--- src/rtl/adc_sweep_pkg.sv ---
package adc_sweep_pkg;

  typedef enum logic [2:0] {
    ST_IDLE,
    ST_WAKE,
    ST_SCAN,
    ST_TRACK,
    ST_CONV,
    ST_END
  } seqState_t;

  // trigger source codes
  localparam logic [1:0] TRG_SOFT  = 2'd0;
  localparam logic [1:0] TRG_PIN   = 2'd1;
  localparam logic [1:0] TRG_TIMER = 2'd2;

  // window comparison codes
  localparam logic [1:0] CMP_BELOW   = 2'd0;
  localparam logic [1:0] CMP_ABOVE   = 2'd1;
  localparam logic [1:0] CMP_INSIDE  = 2'd2;
  localparam logic [1:0] CMP_OUTSIDE = 2'd3;

  // strobes from control to datapath
  typedef struct packed {
    logic store;
    logic sweepEnd;
  } seqStrobe_t;

endpackage

--- src/rtl/adc_sweep_ctl.sv ---
module adc_sweep_ctl
  import adc_sweep_pkg::*;
#(
  parameter int NUM_CH = 12,
  parameter int CH_W   = 4,
  parameter int TIME_W = 8
) (
  input  logic                   clk,
  input  logic                   rstN,
  input  logic [1:0]             trigSel,
  input  logic                   swTrig,
  input  logic                   extTrigPin,
  input  logic                   timerTrig,
  input  logic [NUM_CH-1:0]      chanEn,
  input  logic                   useSeq,
  input  logic [NUM_CH*CH_W-1:0] seqMap,
  input  logic                   sleepEn,
  input  logic [TIME_W-1:0]      startupCycles,
  input  logic [TIME_W-1:0]      trackCycles,
  input  logic                   adcDone,
  output logic                   adcStart,
  output logic [CH_W-1:0]        adcChSel,
  output logic                   adcPowerUp,
  output logic                   busy,
  output seqStrobe_t             strb,
  output logic [CH_W-1:0]        strbCh
);

  localparam logic [CH_W-1:0] LAST_SLOT = CH_W'(NUM_CH - 1);

  seqState_t         state;
  logic [CH_W-1:0]   slot;
  logic [CH_W-1:0]   curCh;
  logic [TIME_W-1:0] cnt;
  logic              awake;

  // trigger front end
  logic [1:0] pinSync;
  logic       pinLast;
  logic       timerLast;
  logic       pinRise;
  logic       timerRise;
  logic       trigHit;

  always_ff @(posedge clk or negedge rstN) begin
    if (!rstN) begin
      pinSync   <= '0;
      pinLast   <= 1'b0;
      timerLast <= 1'b0;
    end else begin
      pinSync   <= {pinSync[0], extTrigPin};
      pinLast   <= pinSync[1];
      timerLast <= timerTrig;
    end
  end

  assign pinRise   = pinSync[1] & ~pinLast;
  assign timerRise = timerTrig & ~timerLast;

  always_comb begin
    case (trigSel)
      TRG_SOFT:  trigHit = swTrig;
      TRG_PIN:   trigHit = pinRise;
      TRG_TIMER: trigHit = timerRise;
      default:   trigHit = 1'b0;
    endcase
  end

  // slot to channel mapping
  logic [CH_W-1:0] slotCh;
  logic            slotEn;
  logic            lastSlot;

  assign slotCh   = useSeq ? seqMap[slot*CH_W +: CH_W] : slot;
  assign lastSlot = (slot == LAST_SLOT);

  always_comb begin
    slotEn = 1'b0;
    for (int i = 0; i < NUM_CH; i++) begin
      if (slotCh == CH_W'(i)) slotEn = chanEn[i];
    end
  end

  // sequencer
  always_ff @(posedge clk or negedge rstN) begin
    if (!rstN) begin
      state <= ST_IDLE;
      slot  <= '0;
      curCh <= '0;
      cnt   <= '0;
      awake <= 1'b0;
    end else begin
      case (state)
        ST_IDLE: begin
          if (trigHit) begin
            slot <= '0;
            if (!awake) begin
              awake <= 1'b1;
              cnt   <= startupCycles;
              state <= ST_WAKE;
            end else begin
              state <= ST_SCAN;
            end
          end
        end
        ST_WAKE: begin
          if (cnt == '0) state <= ST_SCAN;
          else           cnt   <= cnt - 1'b1;
        end
        ST_SCAN: begin
          if (slotEn) begin
            curCh <= slotCh;
            cnt   <= trackCycles;
            state <= ST_TRACK;
          end else if (lastSlot) begin
            state <= ST_END;
          end else begin
            slot <= slot + 1'b1;
          end
        end
        ST_TRACK: begin
          if (cnt == '0) state <= ST_CONV;
          else           cnt   <= cnt - 1'b1;
        end
        ST_CONV: begin
          if (adcDone) begin
            if (lastSlot) begin
              state <= ST_END;
            end else begin
              slot  <= slot + 1'b1;
              state <= ST_SCAN;
            end
          end
        end
        ST_END: begin
          if (sleepEn) awake <= 1'b0;
          state <= ST_IDLE;
        end
        default: state <= ST_IDLE;
      endcase
    end
  end

  assign adcStart      = (state == ST_TRACK) && (cnt == '0);
  assign adcChSel      = curCh;
  assign adcPowerUp    = awake;
  assign busy          = (state != ST_IDLE);
  assign strb.store    = (state == ST_CONV) && adcDone;
  assign strb.sweepEnd = (state == ST_END);
  assign strbCh        = curCh;


  start_single_chk: assert property (@(posedge clk) disable iff (!rstN)
    adcStart |=> !adcStart);


  chsel_hold_chk: assert property (@(posedge clk) disable iff (!rstN)
    (adcStart || (state == ST_CONV && !adcDone)) |=> $stable(adcChSel));


  sweep_cause_chk: assert property (@(posedge clk) disable iff (!rstN)
    $rose(busy) |-> $past(trigHit));


  sleep_after_chk: assert property (@(posedge clk) disable iff (!rstN)
    (strb.sweepEnd && sleepEn) |=> !adcPowerUp);

endmodule

--- src/rtl/adc_sweep_dp.sv ---
module adc_sweep_dp
  import adc_sweep_pkg::*;
#(
  parameter int NUM_CH = 12,
  parameter int CH_W   = 4,
  parameter int DATA_W = 10,
  parameter int LOW_W  = 8
) (
  input  logic                   clk,
  input  logic                   rstN,
  input  seqStrobe_t             strb,
  input  logic [CH_W-1:0]        strbCh,
  input  logic [DATA_W-1:0]      adcData,
  input  logic                   lowRes,
  input  logic [1:0]             cmpMode,
  input  logic [DATA_W-1:0]      lowThr,
  input  logic [DATA_W-1:0]      highThr,
  input  logic                   lastRead,
  input  logic                   cmpClr,
  input  logic [CH_W-1:0]        chRdSel,
  input  logic                   chRdStb,
  output logic [DATA_W-1:0]      lastData,
  output logic [CH_W-1:0]        lastCh,
  output logic                   dataReady,
  output logic                   lastOvr,
  output logic [DATA_W-1:0]      chRdData,
  output logic [NUM_CH-1:0]      chReady,
  output logic [NUM_CH-1:0]      chOvr,
  output logic                   cmpFlag,
  output logic                   sweepDone
);

  localparam int DROP = DATA_W - LOW_W;

  logic [DATA_W-1:0] res;
  logic              hit;

  assign res = lowRes ? DATA_W'(adcData >> DROP) : adcData;

  always_comb begin
    case (cmpMode)
      CMP_BELOW:  hit = (res < lowThr);
      CMP_ABOVE:  hit = (res > highThr);
      CMP_INSIDE: hit = (res >= lowThr) && (res <= highThr);
      default:    hit = (res < lowThr) || (res > highThr);
    endcase
  end

  // per-channel write and read decode
  logic [NUM_CH-1:0] wrVec;
  logic [NUM_CH-1:0] rdVec;

  always_comb begin
    for (int i = 0; i < NUM_CH; i++) begin
      wrVec[i] = strb.store && (strbCh == CH_W'(i));
      rdVec[i] = chRdStb && (chRdSel == CH_W'(i));
    end
  end

  logic [NUM_CH-1:0][DATA_W-1:0] chData;

  always_ff @(posedge clk or negedge rstN) begin
    if (!rstN) begin
      chData  <= '0;
      chReady <= '0;
      chOvr   <= '0;
    end else begin
      for (int i = 0; i < NUM_CH; i++) begin
        if (wrVec[i]) chData[i] <= res;
        chReady[i] <= wrVec[i] | (chReady[i] & ~rdVec[i]);
        chOvr[i]   <= ~rdVec[i] & (chOvr[i] | (wrVec[i] & chReady[i]));
      end
    end
  end

  always_comb begin
    chRdData = '0;
    for (int i = 0; i < NUM_CH; i++) begin
      if (chRdSel == CH_W'(i)) chRdData = chData[i];
    end
  end

  // shared result, flags
  always_ff @(posedge clk or negedge rstN) begin
    if (!rstN) begin
      lastData  <= '0;
      lastCh    <= '0;
      dataReady <= 1'b0;
      lastOvr   <= 1'b0;
      cmpFlag   <= 1'b0;
      sweepDone <= 1'b0;
    end else begin
      if (strb.store) begin
        lastData <= res;
        lastCh   <= strbCh;
      end
      dataReady <= strb.store | (dataReady & ~lastRead);
      lastOvr   <= ~lastRead & (lastOvr | (strb.store & dataReady));
      cmpFlag   <= (strb.store & hit) | (cmpFlag & ~cmpClr);
      sweepDone <= strb.sweepEnd;
    end
  end


  ready_after_write_chk: assert property (@(posedge clk) disable iff (!rstN)
    strb.store |=> (dataReady && lastCh == $past(strbCh)));


  shared_ovr_chk: assert property (@(posedge clk) disable iff (!rstN)
    (strb.store && dataReady && !lastRead) |=> lastOvr);


  low_res_top_chk: assert property (@(posedge clk) disable iff (!rstN)
    (strb.store && lowRes) |=> (lastData[DATA_W-1:LOW_W] == '0));


  cmp_clear_chk: assert property (@(posedge clk) disable iff (!rstN)
    (cmpClr && !strb.store) |=> !cmpFlag);

endmodule

--- src/rtl/adc_sweep_ctrl.sv ---
module adc_sweep_ctrl
  import adc_sweep_pkg::*;
#(
  parameter int NUM_CH = 12,
  parameter int DATA_W = 10,
  parameter int LOW_W  = 8,
  parameter int TIME_W = 8,
  localparam int CH_W  = $clog2(NUM_CH)
) (
  input  logic                   clk,
  input  logic                   rstN,
  input  logic [NUM_CH-1:0]      cfgChanEn,
  input  logic [1:0]             cfgTrigSel,
  input  logic                   cfgLowRes,
  input  logic                   cfgSleep,
  input  logic                   cfgUseSeq,
  input  logic [NUM_CH*CH_W-1:0] cfgSeq,
  input  logic [TIME_W-1:0]      cfgStartup,
  input  logic [TIME_W-1:0]      cfgTrack,
  input  logic [1:0]             cfgCmpMode,
  input  logic [DATA_W-1:0]      cfgLowThr,
  input  logic [DATA_W-1:0]      cfgHighThr,
  input  logic                   swTrig,
  input  logic                   extTrigPin,
  input  logic                   timerTrig,
  output logic                   adcStart,
  output logic [CH_W-1:0]        adcChSel,
  output logic                   adcPowerUp,
  input  logic                   adcDone,
  input  logic [DATA_W-1:0]      adcData,
  output logic [DATA_W-1:0]      lastData,
  output logic [CH_W-1:0]        lastCh,
  output logic                   dataReady,
  output logic                   lastOvr,
  input  logic                   lastRead,
  input  logic [CH_W-1:0]        chRdSel,
  input  logic                   chRdStb,
  output logic [DATA_W-1:0]      chRdData,
  output logic [NUM_CH-1:0]      chReady,
  output logic [NUM_CH-1:0]      chOvr,
  output logic                   cmpFlag,
  input  logic                   cmpClr,
  output logic                   busy,
  output logic                   sweepDone
);

  seqStrobe_t      strb;
  logic [CH_W-1:0] strbCh;

  adc_sweep_ctl #(
    .NUM_CH(NUM_CH),
    .CH_W  (CH_W),
    .TIME_W(TIME_W)
  ) u_ctl (
    .clk          (clk),
    .rstN         (rstN),
    .trigSel      (cfgTrigSel),
    .swTrig       (swTrig),
    .extTrigPin   (extTrigPin),
    .timerTrig    (timerTrig),
    .chanEn       (cfgChanEn),
    .useSeq       (cfgUseSeq),
    .seqMap       (cfgSeq),
    .sleepEn      (cfgSleep),
    .startupCycles(cfgStartup),
    .trackCycles  (cfgTrack),
    .adcDone      (adcDone),
    .adcStart     (adcStart),
    .adcChSel     (adcChSel),
    .adcPowerUp   (adcPowerUp),
    .busy         (busy),
    .strb         (strb),
    .strbCh       (strbCh)
  );

  adc_sweep_dp #(
    .NUM_CH(NUM_CH),
    .CH_W  (CH_W),
    .DATA_W(DATA_W),
    .LOW_W (LOW_W)
  ) u_dp (
    .clk      (clk),
    .rstN     (rstN),
    .strb     (strb),
    .strbCh   (strbCh),
    .adcData  (adcData),
    .lowRes   (cfgLowRes),
    .cmpMode  (cfgCmpMode),
    .lowThr   (cfgLowThr),
    .highThr  (cfgHighThr),
    .lastRead (lastRead),
    .cmpClr   (cmpClr),
    .chRdSel  (chRdSel),
    .chRdStb  (chRdStb),
    .lastData (lastData),
    .lastCh   (lastCh),
    .dataReady(dataReady),
    .lastOvr  (lastOvr),
    .chRdData (chRdData),
    .chReady  (chReady),
    .chOvr    (chOvr),
    .cmpFlag  (cmpFlag),
    .sweepDone(sweepDone)
  );


  enabled_only_chk: assert property (@(posedge clk) disable iff (!rstN)
    strb.store |-> cfgChanEn[strbCh]);

endmodule

--- config.mk ---
export PLATFORM = sky130hd
export DESIGN_NAME = adc_sweep_ctrl
export DESIGN_NICKNAME = d
export VERILOG_FILES = /design/src/rtl/adc_sweep_pkg.sv /design/src/rtl/adc_sweep_ctl.sv /design/src/rtl/adc_sweep_dp.sv /design/src/rtl/adc_sweep_ctrl.sv
export SDC_FILE = /design/constraint.sdc
export NUM_CORES = 1
export LEC_CHECK = 0
export ABC_AREA = 1
export BUFFER_PORTS_ARGS = -buffer_cell sky130_fd_sc_hd__buf_2
export CAP_MARGIN = 20
export CORE_MARGIN = 5
export CORE_UTILIZATION = 45
export DETAILED_ROUTE_END_ITERATION = 7
export GPL_ROUTABILITY_DRIVEN = 0
export PLACE_DENSITY = 0.67
export SYNTH_ARGS = -nofsm -noshare
export SYNTH_HDL_FRONTEND = slang
export SYNTH_SLANG_ARGS = --single-unit
--- constraint.sdc ---
create_clock -name clk -period 5.8 [get_ports clk]
set_input_delay 0.58 -clock clk [delete_from_list [all_inputs] [get_ports clk]]
set_output_delay 0.58 -clock clk [all_outputs]
set_load 0.01 [all_outputs]
== After elaboration in Yosys (flattened, before gate mapping) ==
Cells that the tools add are included.

* RAM bits: 0
* Word-level logic and storage cells: 269
* Memories: 0
* Input port bits: 126
* Latch bits: 0
* Output and inout bits: 59
* Register bits: 186
* Memory bits (read-only): 0

* Multiply operators: 0
* Magnitude comparators: 4
* Shifts and indexed selects: 1
* Divide/modulo/power cells: 0
* Add/sub/neg operators: 2
* Reduce and logical (&&, ||, !) cells: 45
* Eq/ne operators: 53
* Mux-type cells: 50
* Bitwise gates (word level): 86

{| class="wikitable"
|+ Operator list
! operator !! count
|-
| 10-bit 2-to-1 mux || 13
|-
| 4-bit == test, second input constant || 13
|-
| 4-bit by 3-bit == test with 1-bit output, second input constant || 12
|-
| 48-bit by 7-bit variable part select with 4-bit output || 1
|-
| 1-bit AND || 43
|-
| 8-bit 2-to-1 mux || 4
|-
| 1-bit logical AND || 27
|-
| 1-bit OR || 27
|-
| 4-bit by 2-bit == test with 1-bit output, second input constant || 6
|-
| 8-bit one-hot mux with 3 select lines || 1
|-
| 3-bit 2-to-1 mux || 7
|-
| 4-bit 2-to-1 mux || 5
|-
| 1-bit NOT || 16
|-
| 3-bit one-hot mux with 5 select lines || 1
|-
| 1-bit 2-to-1 mux || 14
|-
| 4-bit by 1-bit == test with 1-bit output, second input constant || 3
|-
| 4-bit zero test || 3
|-
| 4-bit one-hot mux with 3 select lines || 1
|-
| 10-bit >= comparator || 1
|-
| 10-bit greater-than comparator || 1
|-
| 10-bit less-or-equal comparator || 1
|-
| 10-bit < comparator || 1
|-
| 2-bit != test, second input constant || 5
|-
| 5-bit AND reduction || 2
|-
| 22 further kinds || 33
|}

== Longest topological paths before layout ==
Gate-level depths: netlist (run 1).

* Depth after elaboration: 17
* Mapped depth: 22
* Mapped depth without buffers: 21

== Hierarchy ==
From an unflattened synthesis (run 1), not the netlist that was laid out.

* Cells, all modules: 1290
* Area total of the unflattened synthesis: 9853.2 um^2

{| class="wikitable"
|+ By module, submodules not included
! module !! area an instance (um^2) !! times used !! cells an instance
|-
| adc_sweep_dp || 7618.6 || 1 || 945
|-
| adc_sweep_ctl || 2234.6 || 1 || 345
|}

== Least setup slack after synthesis (run 1) ==
OpenSTA, ideal clock, no wires.

* Kind: input -> register
* Start: input port cfgLowRes
* End: register u_dp.cmpFlag
* Arrival: 2.451 ns
* Path slack: 3.218 ns
* Stages on the path: 12
* Buffers on the path: 2
* Required time: 5.669 ns
* Library setup time: 0.131 ns
* Cells stage by stage: clkbuf_1 o21ai_0 clkbuf_1 ha_1 nor2_1 o211ai_1 o2111ai_1 o21bai_1 a21oi_1 nor2_1 o2111ai_1 o21ai_0

* Cells in the longest elaborated chain, start to end: 6

{| class="wikitable"
|+ RTL lines
! item !! RTL line !! text
|-
| start: declaration || adc_sweep_ctrl.sv:14 || <nowiki>input logic cfgLowRes,</nowiki>
|-
| 10-bit 2-to-1 mux (*) || adc_sweep_dp.sv:38 || <nowiki>assign res = lowRes ? DATA_W'(adcData >> DROP) : adcData;</nowiki>
|-
| 10-bit < comparator, or another cell as far along || adc_sweep_dp.sv:42, adc_sweep_dp.sv:45 ||
|-
| 1-bit logical OR or 1-bit logical AND (tied branches) || adc_sweep_dp.sv:45, adc_sweep_dp.sv:44 ||
|-
| 1-bit one-hot mux with 3 select lines (*) || adc_sweep_dp.sv:41 || <nowiki>case (cmpMode)</nowiki>
|-
| 1-bit AND (*) || adc_sweep_dp.sv:99 || <nowiki>cmpFlag <= (strb.store & hit) | (cmpFlag & ~cmpClr);</nowiki>
|-
| 1-bit OR (*) || adc_sweep_dp.sv:99 ||
|-
| end signal: assignment || adc_sweep_dp.sv:99 ||
|-
| end: declaration || adc_sweep_dp.sv:29 || <nowiki>output logic cmpFlag,</nowiki>
|}

Mark *: on every way between the ends. The rest lies on a longest branch, timed or not.
A chain may end at the register's enable or synchronous reset.

== Worst setup path in the final report (run 1) ==
* Start: input port chRdSel[0]
* End: output port chRdData[3]

* Cells in the longest elaborated chain, start to end: 13

{| class="wikitable"
|+ RTL lines
! item !! RTL line !! text
|-
| start: declaration || adc_sweep_ctrl.sv:36 || <nowiki>input logic [CH_W-1:0] chRdSel,</nowiki>
|-
| 4-bit zero test || adc_sweep_dp.sv:79 || <nowiki>if (chRdSel == CH_W'(i)) chRdData = chData[i];</nowiki>
|-
| 10-bit 2-to-1 mux (11 in a row) || adc_sweep_dp.sv:79 ||
|-
| 10-bit 2-to-1 mux (*) || adc_sweep_dp.sv:79 ||
|-
| end: declaration || adc_sweep_ctrl.sv:38 || <nowiki>output logic [DATA_W-1:0] chRdData,</nowiki>
|}

Marked as above.

==> results of run 1 <==
-- layer usage --
layer / GRT usage, % / vias to the layer above
li1: - / 4312
met1: 28.6 / 4124
met2: 35.5 / 202
met3: 4.67 / 31
met4: 6.17 / 0
met5: 0 / -
-- cell families (layout without fill, tap and decap cells) --
kind of cell | Yosys count | count (layout) | synth area share, %
and+or+nand+nor | 558 | 558 | 24.6
AOI/OAI and AO/OA | 280 | 280 | 16.3
DFF | 186 | 186 | 48.9
buffers and inverters | 167 | 333 | 6.96
adders and majority gates | 23 | 23 | 3.03
xor gates and xnor gates | 2 | 2 | 0.184
-- cell usage in the layout, fill, tap and decap left out, types with 3 or more instances in the layout --
master and count:
o21ai_0 197, nand3_1 80, inv_1 104, inv_2 3, nand2_4 3, buf_2 183
o211ai_1 5, nand2_1 367, buf_4 6, nand2_2 3, clkbuf_16 17, bufinv_16 3
nand4_1 16, nor3_1 9, nor2_1 70, a211oi_1 6, clkbuf_1 3, a22oi_1 6
clkbuf_8 3, a221oi_1 4, dfrtp_1 186, o21ai_1 12, o22ai_1 4, o2111ai_1 5
ha_1 23, o2111a_1 4, a21oi_1 26
-- worst min-delay path by stage --
stage                               start                       endpoint  slack, ns  depth (start not counted)
6_report                       extTrigPin     u_ctl.pinSync[0]$_DFF_PN0_       0.24                          1
5_1_grt                        extTrigPin     u_ctl.pinSync[0]$_DFF_PN0_       0.24                          1
4_1_cts                        extTrigPin     u_ctl.pinSync[0]$_DFF_PN0_       0.23                          1
3_5_place_dp   u_ctl.pinSync[0]$_DFF_PN0_     u_ctl.pinSync[1]$_DFF_PN0_       0.34                          0
3_3_place_gp   u_ctl.pinSync[0]$_DFF_PN0_     u_ctl.pinSync[1]$_DFF_PN0_       0.33                          0
2_1_floorplan                        rstN  u_ctl.adcChSel[0]$_DFFE_PN0P_       0.28                          0
-- through the flow --
step	instance area (um^2)	setup slack, ns	std cells	power, mW
floorplan	9510	3.22	1216	2.56
global placement	10600	1.99	1622	2.92
detailed placement	10600	1.96	1623	2.96
CTS	11200	1.90	1655	4.16
global route	11200	1.69	1657	4.42
finish	11200	1.95	1657	4.13
-- layout make-up --
class / count / area share (%)
clock buffers: 22 / 4.14
repair buffers: 192 / 9.02
inverters: 109 / 3.67
flip-flops and latches: 186 / 41.5
clock inverters: 10 / 1.26
multi-input cells: 863 / 37.4
well taps: 275 / 3.07
-- cell usage after synthesis, types with 2 or more instances --
| master | count |
|---|---|
| a22oi_1 | 6 |
| nand2_1 | 367 |
| clkbuf_1 | 49 |
| buf_2 | 5 |
| o21ai_0 | 198 |
| o211ai_1 | 5 |
| nand3_1 | 80 |
| a21oi_1 | 26 |
| inv_1 | 104 |
| nand4_1 | 16 |
| xor2_1 | 2 |
| inv_2 | 3 |
| nor2_2 | 2 |
| o221ai_1 | 2 |
| a221oi_1 | 4 |
| nor3_1 | 9 |
| o2111a_1 | 4 |
| nand2_2 | 3 |
| a221o_1 | 2 |
| o22ai_1 | 4 |
| dfrtp_1 | 186 |
| ha_1 | 23 |
| o21ai_1 | 11 |
| o2111ai_1 | 5 |
| nand2_4 | 3 |
| a211oi_1 | 6 |
| buf_6 | 3 |
| nor2_1 | 70 |
| o21bai_1 | 2 |
-- flip-flops by register name (all words and copies together) (netlist names) --
register	cells
u_dp.chData	120
u_dp.lastData	10
u_ctl.state	3
u_dp.lastOvr	1
u_ctl.slot	4
u_dp.dataReady	1
u_dp.cmpFlag	1
u_ctl.cnt	8
u_dp.chOvr	12
u_dp.sweepDone	1
u_dp.chReady	12
u_ctl.adcPowerUp	1
u_ctl.pinLast	1
u_ctl.timerLast	1
u_ctl.pinSync	2
u_ctl.adcChSel	4
u_dp.lastCh	4
-- worst reg2reg max path: stages, from the launching register on --
cell and delay [ns]:
dfrtp_1 0.42, nor2_1 0.24, inv_1 0.10, nor2_1 0.18
inv_1 0.11, nor2_2 0.38, inv_1 0.48, nor3_1 0.44
nand2_1 0.51, o21ai_0 0.36
-- power by group through the flow --
stage               sequential [mW]  clock (mW)  combinational, mW
global route                   1.77        1.27               1.38
global placement               1.75           0               1.17
detailed placement             1.76           0               1.21
finish                         1.74        1.20               1.20
CTS                            1.74        1.22               1.21
floorplan                      1.72           0              0.838
==> flow_summary.ini, run 1 <==
[critical_path]
criticalPathCategory = input port to output pin
cp_max_fo = 12
cp_common_cell = inv_1
crit_slowest_cell = nor2_1
r2r-start = u_ctl.state[1]$_DFFE_PN0P_
startpoint = chRdSel[0]
cp.arrival_ns = 3.27
worstReg2RegEnd = u_dp.chData[82]$_DFFE_PN0P_
endpoint = chRdData[3]
crit_path_max_incr_delay_ns = 0.61
required_ns = 5.22
cp.depth = 11
critPathLaunchType = input port
cp_top_family = simple AND/OR/NAND/NOR gates
crit_path_end_kind = output pin
regToRegSetupSlack_ns = 2.49
reg2reg_depth = 9
critPathBufInv = 5
cp_cell_sequence = buf_2 -> inv_1 -> nor2_1 -> inv_1 -> nor2_1 -> inv_1 -> o21ai_0 -> nand2_1 -> a211oi_1 -> nand4_1 -> buf_2

[synthesis]
netlist-cell-type-count = 45
synth-edff-count = 0
ys_seq_area_share_pct = 48.9
synth_area_leader_cell = dfrtp_1
synthCells = 1216
synth-async-reset-ratio_pct = 100
syn_avg_cell_area_um2 = 7.82
synth-seq-cells = 186
syn_area_um2 = 9510
syn_nets = 1365
yosysWarnings = 0
synth_ff_type = dfrtp_1
netlist_top_cells_area = dfrtp_1 (49%), nand2_1 (14%), o21ai_0 (10%)
synth_top_area_share_pct = 48.9

[global_route]
antenna_found_initial = 0
grt-ovfl-total = 0
grt_max_degree = 127
grt_pass1_wl_um = 41800
grt_pass1_vias = 8329
grt_util_all_layers_pct = 21.5

[route]
routed_via_density = 5.23
drt_wl_total_um = 25500
dr.max_layer_used = met4
first_pass_iters = 4
wl_met3_um = 1460
wl_met1_um = 11200
drcViolationCount = 0
initialDrtViolationCount = 462
vias = 8669
ant_nets = 0
routedWlPerCell_um = 15.4
wl_met2_um = 12400

[timing]
worst_slew_pin_slew_ns = 0.993
maxSlewViolCount = 0
fin_hold_ws_ns = 0.242
finClkSkew_ns = 0.0116
setup_viol = 0
final_hold_viol_count = 0
max_freq_mhz = 260
tns_ns = 0
maxSlewHeadroom_pct = 33.6
min_period_ns = 3.85
grt_setup_unrepaired = false
fin_crit_sh_pct = 66.4

[die]
start_util_pct = 45.5
core-area_um2 = 20900
fp.dieW_um = 155
fp-row-count = 53
dieArea_um2 = 24100
io_pins = 185
die_y_um = 155

[power]
power.net_switching_mw = 1.44
pwr-share-seq_pct = 42.0
switching_share_pct = 34.8
powerDensity_nw_per_um2 = 368
p_leak_nw = 5.78
pwr-share-clk_pct = 29.0
comb_power_share_pct = 29.0
max-vdd-ir-drop_mv = 0.225
intPower_mw = 2.70

[clock_tree]
postCtsSetupBuffers = 0
insertion_delay_ns = 0.44
cts.sinks = 186
root_buffer = clkbuf_16
clk_pin_slew_ns = 0.07
cts_tree = done
cts-resized-gates = 0
h-tree-depth = 4
postCtsHoldBufs = 0
cts_buffer_depth = 2
cts_buffers = 17

[layout]
multi_input_area_um2 = 4200
antenna_cells = 0
num-nets-final = 1518
syn2layout_area_growth_pct = 18.0
drive_gt1_share_pct = 17.3
post-route-util_pct = 53.7
fillers = 2036
regArea_um2 = 4650

[placed_design]
dpl.hpwl_um = 18500
numPortBuffers = 184

[status]
outcome = completed

[flow_run]
drv_cap = 0

[hold_path]
hold_path.class = input port to flop
Note: power is estimated with default switching activity, not from simulation.
==> inputs of run 2 (changes only) <==
clock period = 3.9 ns   (was 5.8 ns; I/O delays follow)
==> run 2 against run 1 <==
Compared with the run above:
- routed wire length is 2.1% higher
- setup slack worse by 1.2 ns
- via count is 0.32% lower
- flip-flop and latch count stayed put
- critical path depth is 2 lower
- total power is 45% higher
- register-to-register slack worse by 1.7 ns
- global-route usage is 0.17 points higher
- clock power is 35% higher
- first-iteration DRC count is 54% higher
- critical endpoint is now u_dp.chData[83]$_DFFE_PN0P_
- highest routed layer unchanged
==> flow_summary.ini, run 2 (same netlist as run 1, synthesis figures left out) <==
[route]
vias = 8641
routedWlPerCell_um = 15.7
routed_via_density = 5.20
initialDrtViolationCount = 712
ant_nets = 0
first_pass_iters = 5
drt_wl_total_um = 26100
drcViolationCount = 0

[timing]
min_period_ns = 3.16
grt_setup_unrepaired = false
final_hold_viol_count = 0
fin_crit_sh_pct = 80.9
finClkSkew_ns = 0.00647
maxSlewHeadroom_pct = 36.0
max_freq_mhz = 317
setup_viol = 0
fin_hold_ws_ns = 0.0346
maxSlewViolCount = 0
worst_slew_pin_slew_ns = 0.957
tns_ns = 0

[status]
outcome = completed

[critical_path]
reg2reg_depth = 9
r2r-start = u_ctl.state[1]$_DFFE_PN0P_
required_ns = 4.23
regToRegSetupSlack_ns = 0.74
critPathLaunchType = flop
worstReg2RegEnd = u_dp.chData[83]$_DFFE_PN0P_
cp.arrival_ns = 3.49
crit_path_end_kind = flop
cp_max_fo = 32
criticalPathCategory = flop to flop

[layout]
stdcell_area_um2 = 11200
largest_reg_flops = 120
post-route-util_pct = 53.5
fillers = 2012
syn2layout_area_growth_pct = 17.5
num-nets-final = 1523
regArea_um2 = 4650
drive_gt1_share_pct = 17.9
top_regs = u_dp.chData: 120 flops, u_dp.chOvr: 12 flops, u_dp.chReady: 12 flops
top_register = u_dp.chData
mostFrequentLayoutCells = nand2_1 (367), o21ai_0 (197), dfrtp_1 (186)
antenna_cells = 0
layout_commonest_cell = nand2_1
multi_input_area_um2 = 4200

[global_route]
antenna_found_initial = 0
grt_util_all_layers_pct = 21.7
grt_pass1_wl_um = 42000
grt_max_degree = 104
grt-ovfl-total = 0
grt_pass1_vias = 8355

[clock_tree]
cts-resized-gates = 0
cts_buffer_depth = 2
insertion_delay_ns = 0.43
postCtsHoldBufs = 0
clk_pin_slew_ns = 0.07
h-tree-depth = 4
root_buffer = clkbuf_16
postCtsSetupBuffers = 0
cts.sinks = 186
cts_tree = done
cts_buffers = 17

[die]
dieArea_um2 = 24100
fp.dieW_um = 155
core-area_um2 = 20900
fp-row-count = 53
start_util_pct = 45.5
io_pins = 185
die_y_um = 155

[hold_path]
hold_path.class = input port to async pin

[placed_design]
numPortBuffers = 184
dpl.hpwl_um = 18900
place_area_um2 = 10600

[power]
powerDensity_nw_per_um2 = 537
max-vdd-ir-drop_mv = 0.324
p_leak_nw = 5.78
total_power_mw = 6.00

[flow_run]
drv_cap = 0
-- run 2: cell types whose count changed in the layout (fill, tap and decap cells not counted) --
cell,change
buf_4,+7
clkinv_2,+4
bufinv_16,-3
clkbuf_1,-3
clkinvlp_4,-2
inv_6,+2
buf_16,-1
clkinv_4,+1
dlygate4sd3_1,-1
inv_8,+1
-- run 2: worst max path at each step --
| stage | startpoint | to | slack [ns] |
|---|---|---|---|
| finish | u_ctl.state[1]$_DFFE_PN0P_ | u_dp.chData[83]$_DFFE_PN0P_ | 0.74 |
| global route | u_ctl.state[1]$_DFFE_PN0P_ | u_dp.chOvr[8]$_DFF_PN0_ | 0.32 |
| global placement | u_ctl.state[1]$_DFFE_PN0P_ | u_dp.chData[0]$_DFFE_PN0P_ | 0.82 |
| CTS | u_ctl.state[1]$_DFFE_PN0P_ | u_dp.chOvr[4]$_DFF_PN0_ | 0.72 |
| detailed placement | u_ctl.state[1]$_DFFE_PN0P_ | u_dp.chOvr[4]$_DFF_PN0_ | 0.74 |
| floorplan | cfgLowRes | u_dp.cmpFlag$_DFF_PN0_ | 1.51 |
-- run 2: worst max-delay path: stages (launching register included) --
cell,delay [ns]
dfrtp_1,0.41
nor2_1,0.18
inv_1,0.08
nor2_1,0.16
inv_1,0.11
nor2_2,0.36
inv_1,0.47
nor3_1,0.46
nand2_1,0.50
o21ai_0,0.33
-- run 2: power breakdown --
group	total [mW]	internal, mW	switching (mW)
logic	1.80	0.669	1.13
registers	2.58	2.29	0.286
clock network	1.62	0.856	0.766
-- run 2: area by class of cell --
type	instances	share of cell area [%]
Clock buffer	19	4.05
Multi-Input combinational cell	863	37.5
Tap cell	275	3.08
Timing Repair Buffer	197	9.19
Clock inverter	13	0.839
Inverter	109	3.68
Sequential cell	186	41.6
-- run 2: layer usage --
layer,up-vias,global-route usage [%],part of all wire [%]
met5,-,0,0
met4,0,6.71,2.0
met3,35,4.73,6.4
met2,255,35.8,49
met1,4022,28.6,43
li1,4329,-,-
-- run 2: through the flow --
step / cells / worst slack [ns]
after floorplan: 1216 / 1.51
after global placement: 1630 / 0.824
after detailed placement: 1630 / 0.740
after CTS: 1662 / 0.719
after global routing: 1662 / 0.321
final: 1662 / 0.743
==> inputs of run 3 (changes only) <==
clock period = 3.1 ns   (was 3.9 ns; I/O delays follow)
==> run 3 against run 2 <==
Compared with the run above:
- clock power is 45% higher
- non-clock buffer count grew 17
- total power increased by 31%
- sequential power rose by 25%
- hold slack better by 0.044 ns
- flip-flop and latch count is the same
- final area increased by 2.1%
- clock-buffer cell count down 2
- critical path depth up 10
- critical endpoint is now u_ctl.cnt[6]$_DFFE_PN0P_
- largest power group unchanged
==> flow_summary.ini, run 3 (same netlist as run 1, synthesis figures left out) <==
[layout]
fillers = 1966
syn2layout_area_growth_pct = 20.0
largest_reg_flops = 120
drive_gt1_share_pct = 18.7
layout_commonest_cell = nand2_1
antenna_cells = 0
post-route-util_pct = 54.7
top_register = u_dp.chData
mostFrequentLayoutCells = nand2_1 (367), o21ai_0 (197), dfrtp_1 (186)
num-nets-final = 1540
top_regs = u_dp.chData: 120 flops, u_dp.chOvr: 12 flops, u_dp.chReady: 12 flops

[timing]
maxSlewViolCount = 0
fin_crit_sh_pct = 85.9
final_hold_viol_count = 0
max_freq_mhz = 375
worst_slew_pin_slew_ns = 0.885
min_period_ns = 2.66
maxSlewHeadroom_pct = 40.8
setup_viol = 0
fin_hold_ws_ns = 0.0782
finClkSkew_ns = 0.00940
grt_setup_unrepaired = false
setup_ws_ns = 0.437
tns_ns = 0

[placed_design]
dpl.hpwl_um = 19000
pre_cts_ws_ns = 0.442
numPortBuffers = 184

[hold_path]
holdPathEnd = u_dp.cmpFlag$_DFF_PN0_
hp-start = cmpClr
min_delay_path_depth = 2
hold_path.class = input port to flop

[die]
die_y_um = 155
start_util_pct = 45.5
fp.dieW_um = 155
dieArea_um2 = 24100
core-area_um2 = 20900
io_pins = 185
fp-row-count = 53

[clock_tree]
cts-resized-gates = 0
cts.sinks = 186
h-tree-depth = 4
cts_tree = done
insertion_delay_ns = 0.43
cts_buffer_depth = 2
cts_buffers = 17
clk_pin_slew_ns = 0.07
root_buffer = clkbuf_16

[route]
routed_via_density = 5.22
ant_nets = 0
initialDrtViolationCount = 571
first_pass_iters = 5
vias = 8765
drcViolationCount = 0
drt_wl_total_um = 26200
routedWlPerCell_um = 15.6

[status]
outcome = completed

[critical_path]
cp_max_fo = 20
regToRegSetupSlack_ns = 0.44
cp_cell_sequence = inv_2 -> nand3_1 -> nand3_1 -> nand3_1 -> nand2_2 -> nand2_2 -> inv_2 -> nand3_1 -> nand3_1 -> nand2_1 -> nand3_1 -> nand2_1 -> nand2_1 -> nand2_2 -> nand2_4 -> nand2_8 -> nand2_4 -> nand2_1 -> nand2_1
cp.arrival_ns = 2.99
startpoint = u_ctl.slot[1]$_DFFE_PN0P_
crit_path_max_incr_delay_ns = 0.77
r2r-start = u_ctl.slot[1]$_DFFE_PN0P_
reg2reg_depth = 19
cp_top_family = simple AND/OR/NAND/NOR gates
critPathLaunchType = flop
cp_common_cell = nand3_1
criticalPathCategory = flop to flop
critPathBufInv = 2
crit_slowest_cell = dfrtp_1
crit_path_end_kind = flop
required_ns = 3.42
worstReg2RegEnd = u_ctl.cnt[6]$_DFFE_PN0P_

[power]
powerDensity_nw_per_um2 = 690
max-vdd-ir-drop_mv = 0.559
p_leak_nw = 5.91

[global_route]
grt_max_degree = 78
grt-ovfl-total = 0
grt_pass1_wl_um = 42400
grt_pass1_vias = 8276
grt_util_all_layers_pct = 21.8
antenna_found_initial = 0

[flow_run]
drv_cap = 0
run 3: changes by cell type in the layout (fill, tap and decap cells not counted), moves of 2 or more:
| cell | previous run | this run |
|---|---|---|
| clkbuf_8 | 3 | 1 |
| clkinv_2 | 6 | 4 |
| buf_4 | 13 | 26 |
| clkinv_4 | 3 | 0 |
| dlygate4sd3_1 | 0 | 3 |
| bufinv_16 | 0 | 4 |
| inv_8 | 1 | 3 |
run 3: layer usage:
| layer | global-route usage (%) | share of wire [%] |
|---|---|---|
| met5 | 0 | 0 |
| met4 | 6.25 | 1.9 |
| met3 | 4.73 | 5.5 |
| met2 | 35.1 | 48 |
| met1 | 29.9 | 44 |
run 3: worst register-to-register path, delay by kind of cell, from the launching register on:
family                 cells  cell delay (ns)
DFF                        1             0.77
and+or+nand+nor           17             1.46
buffers and inverters      2             0.33
run 3: power breakdown:
| group | leakage, nW | total (mW) | switching (mW) | internal (mW) |
|---|---|---|---|---|
| Sequential | 2.53 | 3.23 | 0.344 | 2.89 |
| Clock | 0.318 | 2.35 | 0.980 | 1.37 |
| Combinational | 3.06 | 2.29 | 1.44 | 0.857 |
| Total | 5.91 | 7.88 | 2.76 | 5.12 |
run 3: layout make-up:
cell class	instances	area, um^2	area share (%)
well taps	275	344	3.01
multi-input cells	863	4200	36.8
clock buffers	17	425	3.73
repair buffers	214	1170	10.3
inverters	109	412	3.61
clock inverters	15	209	1.83
flip-flops and latches	186	4650	40.8
run 3: metrics by stage:
step | power, mW | instance area [um^2] | instances
after floorplan | 4.79 | 9510 | 1216
after global placement | 5.52 | 10800 | 1644
after detailed placement | 5.58 | 10800 | 1644
after CTS | 7.95 | 11400 | 1679
after global routing | 8.42 | 11400 | 1679
final | 7.88 | 11400 | 1679
run 3: worst max path at each step:
stage	end	slack (ns)	cells past startpoint
global route	u_ctl.slot[1]$_DFFE_PN0P_	0.11	18
floorplan	u_dp.cmpFlag$_DFF_PN0_	0.79	12
CTS	u_ctl.cnt[4]$_DFFE_PN0P_	0.44	19
finish	u_ctl.cnt[6]$_DFFE_PN0P_	0.44	19
global placement	u_ctl.cnt[1]$_DFFE_PN0P_	0.49	19
detailed placement	u_ctl.cnt[6]$_DFFE_PN0P_	0.44	19
run 3: timing repair:
action | 4_1_cts | 5_1_grt
hold buffers | 3 | 0
buffers inserted | 0 | 0
endpoints found under the hold margin | 75 | 0
